### src/rtl/irqp_pkg.sv
package irqp_pkg;

    localparam int DEF_NUM_LVL = 8;
    localparam int DEF_LVL_W   = 4;
    localparam int DEF_CNT_W   = 32;

    // status qualifiers that gate the request
    typedef struct packed {
        logic ie;
        logic exl;
        logic erl;
    } irq_stat_t;

    // one level-addressed request
    typedef struct packed {
        logic       vld;
        logic [3:0] lvl;
    } lvl_req_t;

    function automatic logic stat_open(input irq_stat_t s);
        return s.ie && !s.exl && !s.erl;
    endfunction

    function automatic logic lvl_is_bad(input lvl_req_t r, input int num_lvl);
        return r.vld && (int'(r.lvl) >= num_lvl);
    endfunction

endpackage

### src/rtl/irqp_timer.sv
module irqp_timer #(
    parameter int CNT_W = irqp_pkg::DEF_CNT_W
) (
    input  logic             clk,
    input  logic             rst,
    input  logic             cnt_en,
    input  logic             cnt_wr,
    input  logic [CNT_W-1:0] cnt_wdata,
    input  logic             cmp_wr,
    input  logic [CNT_W-1:0] cmp_wdata,
    output logic [CNT_W-1:0] count_q,
    output logic             hit
);
    logic [CNT_W-1:0] match_q;

    always_ff @(posedge clk) begin
        if (rst) begin
            count_q <= '0;
            match_q <= '0;
        end else begin
            if (cnt_wr)
                count_q <= cnt_wdata;
            else if (cnt_en)
                count_q <= count_q + CNT_W'(1);
            if (cmp_wr)
                match_q <= cmp_wdata;
        end
    end

    // a zero counter never counts as a match
    assign hit = (count_q == match_q) && (count_q != '0);

endmodule

### src/rtl/irqp_pending.sv
module irqp_pending #(
    parameter int NUM_LVL = irqp_pkg::DEF_NUM_LVL,
    parameter int LVL_W   = irqp_pkg::DEF_LVL_W,
    parameter int IDX_W   = $clog2(NUM_LVL)
) (
    input  logic                 clk,
    input  logic                 rst,
    input  irqp_pkg::lvl_req_t   post,
    input  irqp_pkg::lvl_req_t   clr,
    input  logic                 clr_all,
    input  logic                 cmp_wr,
    input  logic                 tmr_hit,
    input  logic [IDX_W-1:0]     tmr_idx,
    output logic [NUM_LVL-1:0]   pend_q,
    output logic                 err_q
);
    logic [NUM_LVL-1:0] set_v;
    logic [NUM_LVL-1:0] drop_v;
    logic [NUM_LVL-1:0] pend_d;

    generate
        for (genvar i = 0; i < NUM_LVL; i++) begin : g_bit
            assign set_v[i]  = (post.vld && (post.lvl == LVL_W'(i)))
                             || (tmr_hit && (tmr_idx == IDX_W'(i)));
            assign drop_v[i] = clr_all
                             || (clr.vld && (clr.lvl == LVL_W'(i)))
                             || (cmp_wr && (tmr_idx == IDX_W'(i)));
            // set takes priority over every clear source
            assign pend_d[i] = set_v[i] | (pend_q[i] & ~drop_v[i]);
        end
    endgenerate

    always_ff @(posedge clk) begin
        if (rst) begin
            pend_q <= '0;
            err_q  <= 1'b0;
        end else begin
            pend_q <= pend_d;
            err_q  <= irqp_pkg::lvl_is_bad(post, NUM_LVL)
                   || irqp_pkg::lvl_is_bad(clr, NUM_LVL);
        end
    end

endmodule

### src/rtl/irqp_gate.sv
module irqp_gate #(
    parameter int NUM_LVL = irqp_pkg::DEF_NUM_LVL
) (
    input  logic                clk,
    input  logic                rst,
    input  irqp_pkg::irq_stat_t stat,
    input  logic [NUM_LVL-1:0]  mask,
    input  logic [NUM_LVL-1:0]  pend,
    output logic                req_q
);
    logic live;

    assign live = |(mask & pend);

    always_ff @(posedge clk) begin
        if (rst)
            req_q <= 1'b0;
        else
            req_q <= live && irqp_pkg::stat_open(stat);
    end

endmodule

### src/rtl/irq_pending_unit.sv
module irq_pending_unit #(
    parameter int NUM_LVL = irqp_pkg::DEF_NUM_LVL,
    parameter int LVL_W   = irqp_pkg::DEF_LVL_W,
    parameter int CNT_W   = irqp_pkg::DEF_CNT_W,
    localparam int IDX_W  = $clog2(NUM_LVL)
) (
    input  logic               clk,
    input  logic               rst,
    input  logic               post_vld,
    input  logic [LVL_W-1:0]   post_lvl,
    input  logic               clr_vld,
    input  logic [LVL_W-1:0]   clr_lvl,
    input  logic               clr_all,
    input  logic               ie,
    input  logic               exl,
    input  logic               erl,
    input  logic [NUM_LVL-1:0] im,
    input  logic [IDX_W-1:0]   timer_idx,
    input  logic               cnt_en,
    input  logic               cnt_wr,
    input  logic [CNT_W-1:0]   cnt_wdata,
    input  logic               cmp_wr,
    input  logic [CNT_W-1:0]   cmp_wdata,
    output logic [NUM_LVL-1:0] pend,
    output logic               any_pend,
    output logic               irq_req,
    output logic               lvl_err,
    output logic [CNT_W-1:0]   count_val
);
    irqp_pkg::lvl_req_t  post_r;
    irqp_pkg::lvl_req_t  clr_r;
    irqp_pkg::irq_stat_t stat_r;
    logic                tmr_hit;

    assign post_r = '{vld: post_vld, lvl: post_lvl};
    assign clr_r  = '{vld: clr_vld,  lvl: clr_lvl};
    assign stat_r = '{ie: ie, exl: exl, erl: erl};

    irqp_timer #(.CNT_W(CNT_W)) u_timer (
        .clk       (clk),
        .rst       (rst),
        .cnt_en    (cnt_en),
        .cnt_wr    (cnt_wr),
        .cnt_wdata (cnt_wdata),
        .cmp_wr    (cmp_wr),
        .cmp_wdata (cmp_wdata),
        .count_q   (count_val),
        .hit       (tmr_hit)
    );

    irqp_pending #(.NUM_LVL(NUM_LVL), .LVL_W(LVL_W), .IDX_W(IDX_W)) u_pend (
        .clk     (clk),
        .rst     (rst),
        .post    (post_r),
        .clr     (clr_r),
        .clr_all (clr_all),
        .cmp_wr  (cmp_wr),
        .tmr_hit (tmr_hit),
        .tmr_idx (timer_idx),
        .pend_q  (pend),
        .err_q   (lvl_err)
    );

    irqp_gate #(.NUM_LVL(NUM_LVL)) u_gate (
        .clk   (clk),
        .rst   (rst),
        .stat  (stat_r),
        .mask  (im),
        .pend  (pend),
        .req_q (irq_req)
    );

    assign any_pend = |pend;

endmodule

### config.mk
export PLATFORM = sky130hd
export DESIGN_NAME = irq_pending_unit
export DESIGN_NICKNAME = d
export VERILOG_FILES = /design/src/rtl/irqp_pkg.sv /design/src/rtl/irqp_timer.sv /design/src/rtl/irqp_pending.sv /design/src/rtl/irqp_gate.sv /design/src/rtl/irq_pending_unit.sv
export SDC_FILE = /design/constraint.sdc
export NUM_CORES = 1
export LEC_CHECK = 0
export BUFFER_PORTS_ARGS = -buffer_cell sky130_fd_sc_hd__buf_4
export CAP_MARGIN = 20
export CELL_PAD_IN_SITES_DETAIL_PLACEMENT = 0
export CELL_PAD_IN_SITES_GLOBAL_PLACEMENT = 1
export CORE_MARGIN = 4
export CORE_UTILIZATION = 34
export DETAILED_ROUTE_END_ITERATION = 8
export PLACE_DENSITY_LB_ADDON = 0.25
export SKIP_LAST_GASP = 1
export SLEW_MARGIN = 20
export SYNTH_ARGS = -nofsm -noshare
export SYNTH_HDL_FRONTEND = slang
export SYNTH_SLANG_ARGS = --single-unit
### constraint.sdc
create_clock -name clk -period 1.8 [get_ports clk]
set_input_delay 0.09 -clock clk [delete_from_list [all_inputs] [get_ports clk]]
set_output_delay 0.09 -clock clk [all_outputs]
set_load 0.01 [all_outputs]
==> results of run 1 <==
==> path summary, 6_finish.rpt <==
path,end,from,slack [ns]
setup / recovery,u_pend.pend_q[7],u_timer.count_q[9],0.05
hold / removal,u_timer.match_q[12],cmp_wdata[12],0.002
setup reg to reg,u_pend.pend_q[7],u_timer.count_q[9],0.05
hold reg to reg,u_timer.match_q[5],u_timer.match_q[5],0.52
==> metrics by stage <==
step	total power [mW]	std cells	worst slack, ns	area (um2)	setup TNS (ns)
detailed placement	2.711	788	-0.09121	5483	-0.5584
global route	4.703	828	0.004639	6056	0
CTS	4.534	828	0.002831	6012	0
finish	4.503	828	0.05024	6056	0
floorplan	2.290	485	0.008714	4209	0
global placement	2.703	788	-0.07330	5483	-0.4364
==> tightest hold or removal path: stages <==
cell,delay (ns)
buf_4,0.08
mux2i_1,0.06
nor2_1,0.07
==> where the power goes <==
part           internal (mW)  switching, mW
combinational          0.467          0.402
sequential              1.73          0.116
clock                   1.08          0.708
==> area by class of cell <==
| class | count | area, um2 | share of cell area, % |
|---|---|---|---|
| flip-flops and latches | 74 | 1494 | 24.67 |
| multi-input cells | 354 | 2467 | 40.74 |
| well taps | 168 | 210.2 | 3.471 |
| repair buffers | 190 | 1491 | 24.63 |
| clock inverters | 6 | 66.31 | 1.095 |
| inverters | 26 | 97.59 | 1.612 |
| clock buffers | 10 | 229.0 | 3.781 |
==> routing by layer <==
layer | wire, um | up-vias | share of wire [%]
met2 | 6637 | 123 | 47
li1 | - | 2066 | -
met4 | 132 | 0 | 0.93
met5 | 0 | - | 0
met1 | 6610 | 1959 | 47
met3 | 818 | 13 | 5.8
==> cell families after synthesis <==
logic type / after synthesis
mux: 37
xor+xnor: 61
fa+ha+maj: 2
compound gates: 77
buf+inv: 57
simple gates: 177
flops: 74
==> what timing repair did <==
item | in CTS | in global routing
hold buffers | 21 | 0
pin swaps | 3 | 0
endpoints found under the hold margin | 21 | 0
gates resized for setup | 1 | 12
setup endpoints to repair | 12 | 28
buffers inserted | 3 | 0
==> Yosys cell counts (7+ instances only) <==
| library cell | instances | share of area (%) |
|---|---|---|
| dfxtp_1 | 74 | 35 |
| nor2_1 | 57 | 5.1 |
| xnor2_1 | 41 | 8.5 |
| mux2i_1 | 37 | 8.8 |
| a21oi_1 | 26 | 3.1 |
| inv_1 | 26 | 2.3 |
| nand4_1 | 26 | 3.9 |
| nand3_1 | 21 | 2.5 |
| xor2_1 | 20 | 4.2 |
| o21a_1 | 19 | 3.4 |
| nand2_1 | 14 | 1.2 |
| nor4_1 | 11 | 1.6 |
| clkbuf_1 | 9 | 0.80 |
| nor3_1 | 9 | 1.1 |
| nor2b_1 | 8 | 1.2 |
| o22ai_1 | 8 | 1.2 |
| buf_2 | 7 | 0.83 |
| buf_6 | 7 | 1.9 |
==> flip-flops by register name, summed over array words and instances (netlist names) <==
register,count
u_timer.count_q,32
u_timer.match_q,32
u_gate.req_q,1
u_pend.err_q,1
u_pend.pend_q,8
==> cells in the final DEF, fill, tap and decap left out, drive strengths merged, types with 6 or more instances in the layout <==
cell,count
nand4,28
inv,27
xnor2,41
buf,169
o21a,19
o22ai,9
mux2i,37
a21oi,26
xor2,20
nor2,57
and3,7
nand2,14
dfxtp,74
clkbuf,10
nor2b,8
and4,6
nor4,13
dlygate4sd3,21
nor3,9
nand3,21
==> flow_summary.toml, run 1 <==
[logic_synthesis]
synth_fa_ha_area_share_pct = 0.5947
synthDistinctLibCells = 48
synth_compound_area_share_pct = 12.25
ys_ff_latch = 74
async_reset_ff_share_pct = 0
synthSimpleGateAreaFrac_pct = 23.49
synth.net_count = 581
synth_edf_count = 0
synthXorXnorAreaFrac_pct = 12.70
synth_top_family_by_area = "simple AND/OR/NAND/NOR gates"
ys_seq_area_share_pct = 35.21
post_synth.cell_area_avg_um2 = 8.676
synthCells = 485
synthMuxAreaShare_pct = 8.802
yosys_most_used_dff = "dfxtp_1"
syn_area_mm2 = 0.004208
yosys_warnings = 0

[finish]
fin_util_pct = 50.21
nFillCells = 1165
final_nets = 751
n_antenna_cell = 0
area_growth_pct = 43.92
drive_gt1_share_pct = 31.21

[sta]
drv_slew = 0
fin_crit_sh_pct = 97.21
fin_crit_ns = 1.750
slew_headroom_pct = 56.78
fmax_mhz = 571.5
final-setup-viol-count = 0
hold_violations = 0
skew_ns = 0.007101
worst_pin_slew_ns = 0.6483
rsz0062_at_grt = "false"
hold_ws_ns = 0.001916

[drt]
drt_iter0_drc = 198
vias = 4161
avgViaCountPerCell = 5.025
wl_per_cell_um = 17.15
ant_nets = 0
wl_mm = 14.20
drc = 0
first_pass_iters = 4

[hold_path]
whs_path_depth = 3
hold_path.class = "in -> reg"

[setup_path]
slowest_delay_ns = 0.39
critPathBufInv = 2
startpoint_type = "register"
critPathSlowestCell = "nor4_1"
path_max_fanout = 8
end_kind = "register"
cp_num_cells = 6
cp_top_family = "simple AND/OR/NAND/NOR gates"
crit_required_ns = 2.00
path_cells = "buf_4 > nor4_1 > nand4_1 > o2111ai_1 > buf_4 > o22ai_1"
cp.arrival_ns = 1.95
rr_worst_depth = 6
crit_path_frequent_cell = "buf_4"
crit_type = "reg -> reg"

[floorplanning]
dieArea_mm2 = 0.01422
fp-row-count = 40
io_pins = 137
start_util_pct = 34.89
design.core.area_mm2 = 0.01206
die_h_um = 119.2
fp.dieW_um = 119.2

[grt]
gr-usage-met1_pct = 28.06
grt_pass1_vias = 4192
grtUsageMet3_pct = 3.751
grt_max_degree = 62
met2_usage_pct = 31.93
gr-total-overflow = 0
grt-busiest-layer = "met2"
grt.total_usage_pct = 20.04
antenna_found_initial = 0
grt_pass1_wl_mm = 22.84

[clock_network]
root_buffer = "clkbuf_16"
cts_max_level = 3
cts.sinks = 74
clk_pin_slew_ns = 0.06
cts_buffers = 9
cts_tree = "built"
insertion_delay_ns = 0.33
clk_path_buf_depth = 2

[flow_run]
drv_cap = 0

[placement]
routabilityCongestion = 0.8723
port_buffers = 136
dpl.hpwl_mm = 10.84

[pwr]
leakagePower_nw = 2.681
ir_drop_mv = 0.3412
power_density_mw_per_mm2 = 743.6

[run_status]
status = "completed"
Note: power is estimated with default switching activity, not from simulation.
==> run 2: changes to the inputs <==
--- a/config.mk
+++ b/config.mk
@@ -9,6 +9,7 @@
 export CAP_MARGIN = 20
 export CELL_PAD_IN_SITES_DETAIL_PLACEMENT = 0
 export CELL_PAD_IN_SITES_GLOBAL_PLACEMENT = 1
+export CORE_ASPECT_RATIO = 1.25
 export CORE_MARGIN = 4
 export CORE_UTILIZATION = 34
 export DETAILED_ROUTE_END_ITERATION = 8
==> flow_summary.toml, run 2 (same netlist as run 1, synthesis figures left out) <==
[placement]
dpl.hpwl_mm = 10.59
place_area_mm2 = 0.005485
routabilityCongestion = 0.9448
port_buffers = 136
dp_slack_ns = -0.02230

[floorplanning]
start_util_pct = 34.60
die_h_um = 132.4
fp-row-count = 45
dieArea_mm2 = 0.01423
fp.dieW_um = 107.5
design.core.area_mm2 = 0.01216
io_pins = 137

[sta]
hold_ws_ns = 0.004794
skew_ns = 0.005560
fin_crit_sh_pct = 94.35
setup_slack_ns = 0.1018
slew_headroom_pct = 57.50
drv_slew = 0
worst_pin_slew_ns = 0.6375
fin_crit_ns = 1.698
fmax_mhz = 588.9
final-setup-viol-count = 0
hold_violations = 0
rsz0062_at_grt = "false"

[clock_network]
cts_buffers = 9
cts_tree = "built"
clk_path_buf_depth = 2
cts.sinks = 74
root_buffer = "clkbuf_16"
cts_max_level = 3
insertion_delay_ns = 0.33
clk_pin_slew_ns = 0.06

[finish]
drive_gt1_share_pct = 30.16
layout_commonest_cell = "buf_4"
n_antenna_cell = 0
largestRegisters = "u_timer.count_q: 32 flops, u_timer.match_q: 32 flops, u_pend.pend_q: 8 flops"
final_cell_mix = "169 x buf_4, 70 x dfxtp_1, 57 x nor2_1"
stdcell_area_mm2 = 0.006254
final_nets = 764
fin_util_pct = 51.42
area_growth_pct = 48.62

[setup_path]
end_kind = "register"
slowest_delay_ns = 0.54
startpoint_type = "register"
path_cells = "xor2_1 > nor4_1 > o2111ai_1 > buf_4 > o22ai_1"
path_max_fanout = 8
critPathSlowestCell = "dfxtp_1"
cp.arrival_ns = 1.95
rr_worst_depth = 5
crit_required_ns = 2.05
crit_type = "reg -> reg"
r2r_slack_ns = 0.10

[pwr]
leakagePower_nw = 2.793
fin_total_pwr_mw = 4.974
power_density_mw_per_mm2 = 795.3
ir_drop_mv = 0.4294

[drt]
vias = 4217
wl_mm = 13.93
wl_per_cell_um = 16.64
drt_iter0_drc = 201
ant_nets = 0
drc = 0
avgViaCountPerCell = 5.038
first_pass_iters = 4

[hold_path]
hold_path.class = "in -> reg"
whs_path_depth = 3

[grt]
grt.total_usage_pct = 19.64
grt_max_degree = 62
grt_pass1_vias = 4194
gr-total-overflow = 0
antenna_found_initial = 0
grt_pass1_wl_mm = 22.05

[flow_run]
drv_cap = 0

[run_status]
status = "completed"
## run 2: changes by cell type in the layout (fill, tap and decap cells not counted), sizes merged
| cell | delta |
|---|---|
| buf | +1 |
| clkinvlp | -2 |
| dlygate4sd3 | +12 |
| clkinv | -1 |
| bufinv | +3 |
## run 2: metrics by stage
step | TNS, ns | std cells
2_1_floorplan | 0 | 485
3_3_place_gp | -0.001821 | 785
3_5_place_dp | -0.08411 | 785
4_1_cts | -0.005298 | 835
5_1_grt | 0 | 837
6_report | 0 | 837
## run 2: report_power, final
part | internal, mW | switching, mW
clock network | 1.54 | 0.705
registers | 1.73 | 0.118
logic | 0.483 | 0.397
## run 2: critical path, delay by kind of cell (launching register included)
| kind | cells | cell delay [ns] |
|---|---|---|
| AO/OA/AOI/OAI | 2 | 0.36 |
| XOR/XNOR | 1 | 0.14 |
| buffers and inverters | 1 | 0.21 |
| AND/OR/NAND/NOR | 1 | 0.37 |
| flip-flops | 1 | 0.54 |
## run 2: area by class of cell
cell class | instances | area, um2
clock buffers | 10 | 239.0
clock inverters | 6 | 136.4
fillers | 1186 | 5908
inverters | 26 | 97.59
multi-input cells | 354 | 2470
flip-flops and latches | 74 | 1486
well taps | 164 | 205.2
repair buffers | 203 | 1619
## run 2: worst paths after layout
path,end,from
max,u_pend.pend_q[6],u_timer.count_q[27]
min,u_timer.match_q[26],cmp_wdata[26]
max reg2reg,u_pend.pend_q[6],u_timer.count_q[27]
min reg2reg,u_timer.match_q[30],u_timer.match_q[30]
## run 2: timing repair
item                       4_1_cts  5_1_grt
setup buffers                    1        2
setup endpoints to repair        7       27
pin swaps                        1        2
gates resized for setup          1        7
hold buffers                    33        0
hold endpoints to repair        33        0
## run 2: metal layers
layer,GRT usage [%],vias to the layer above,part of all wire [%]
met3,3.871,24,5.9
met2,33.89,131,50
met5,0,-,0
li1,-,2086,-
met1,24.28,1976,42
met4,6.386,0,2.2
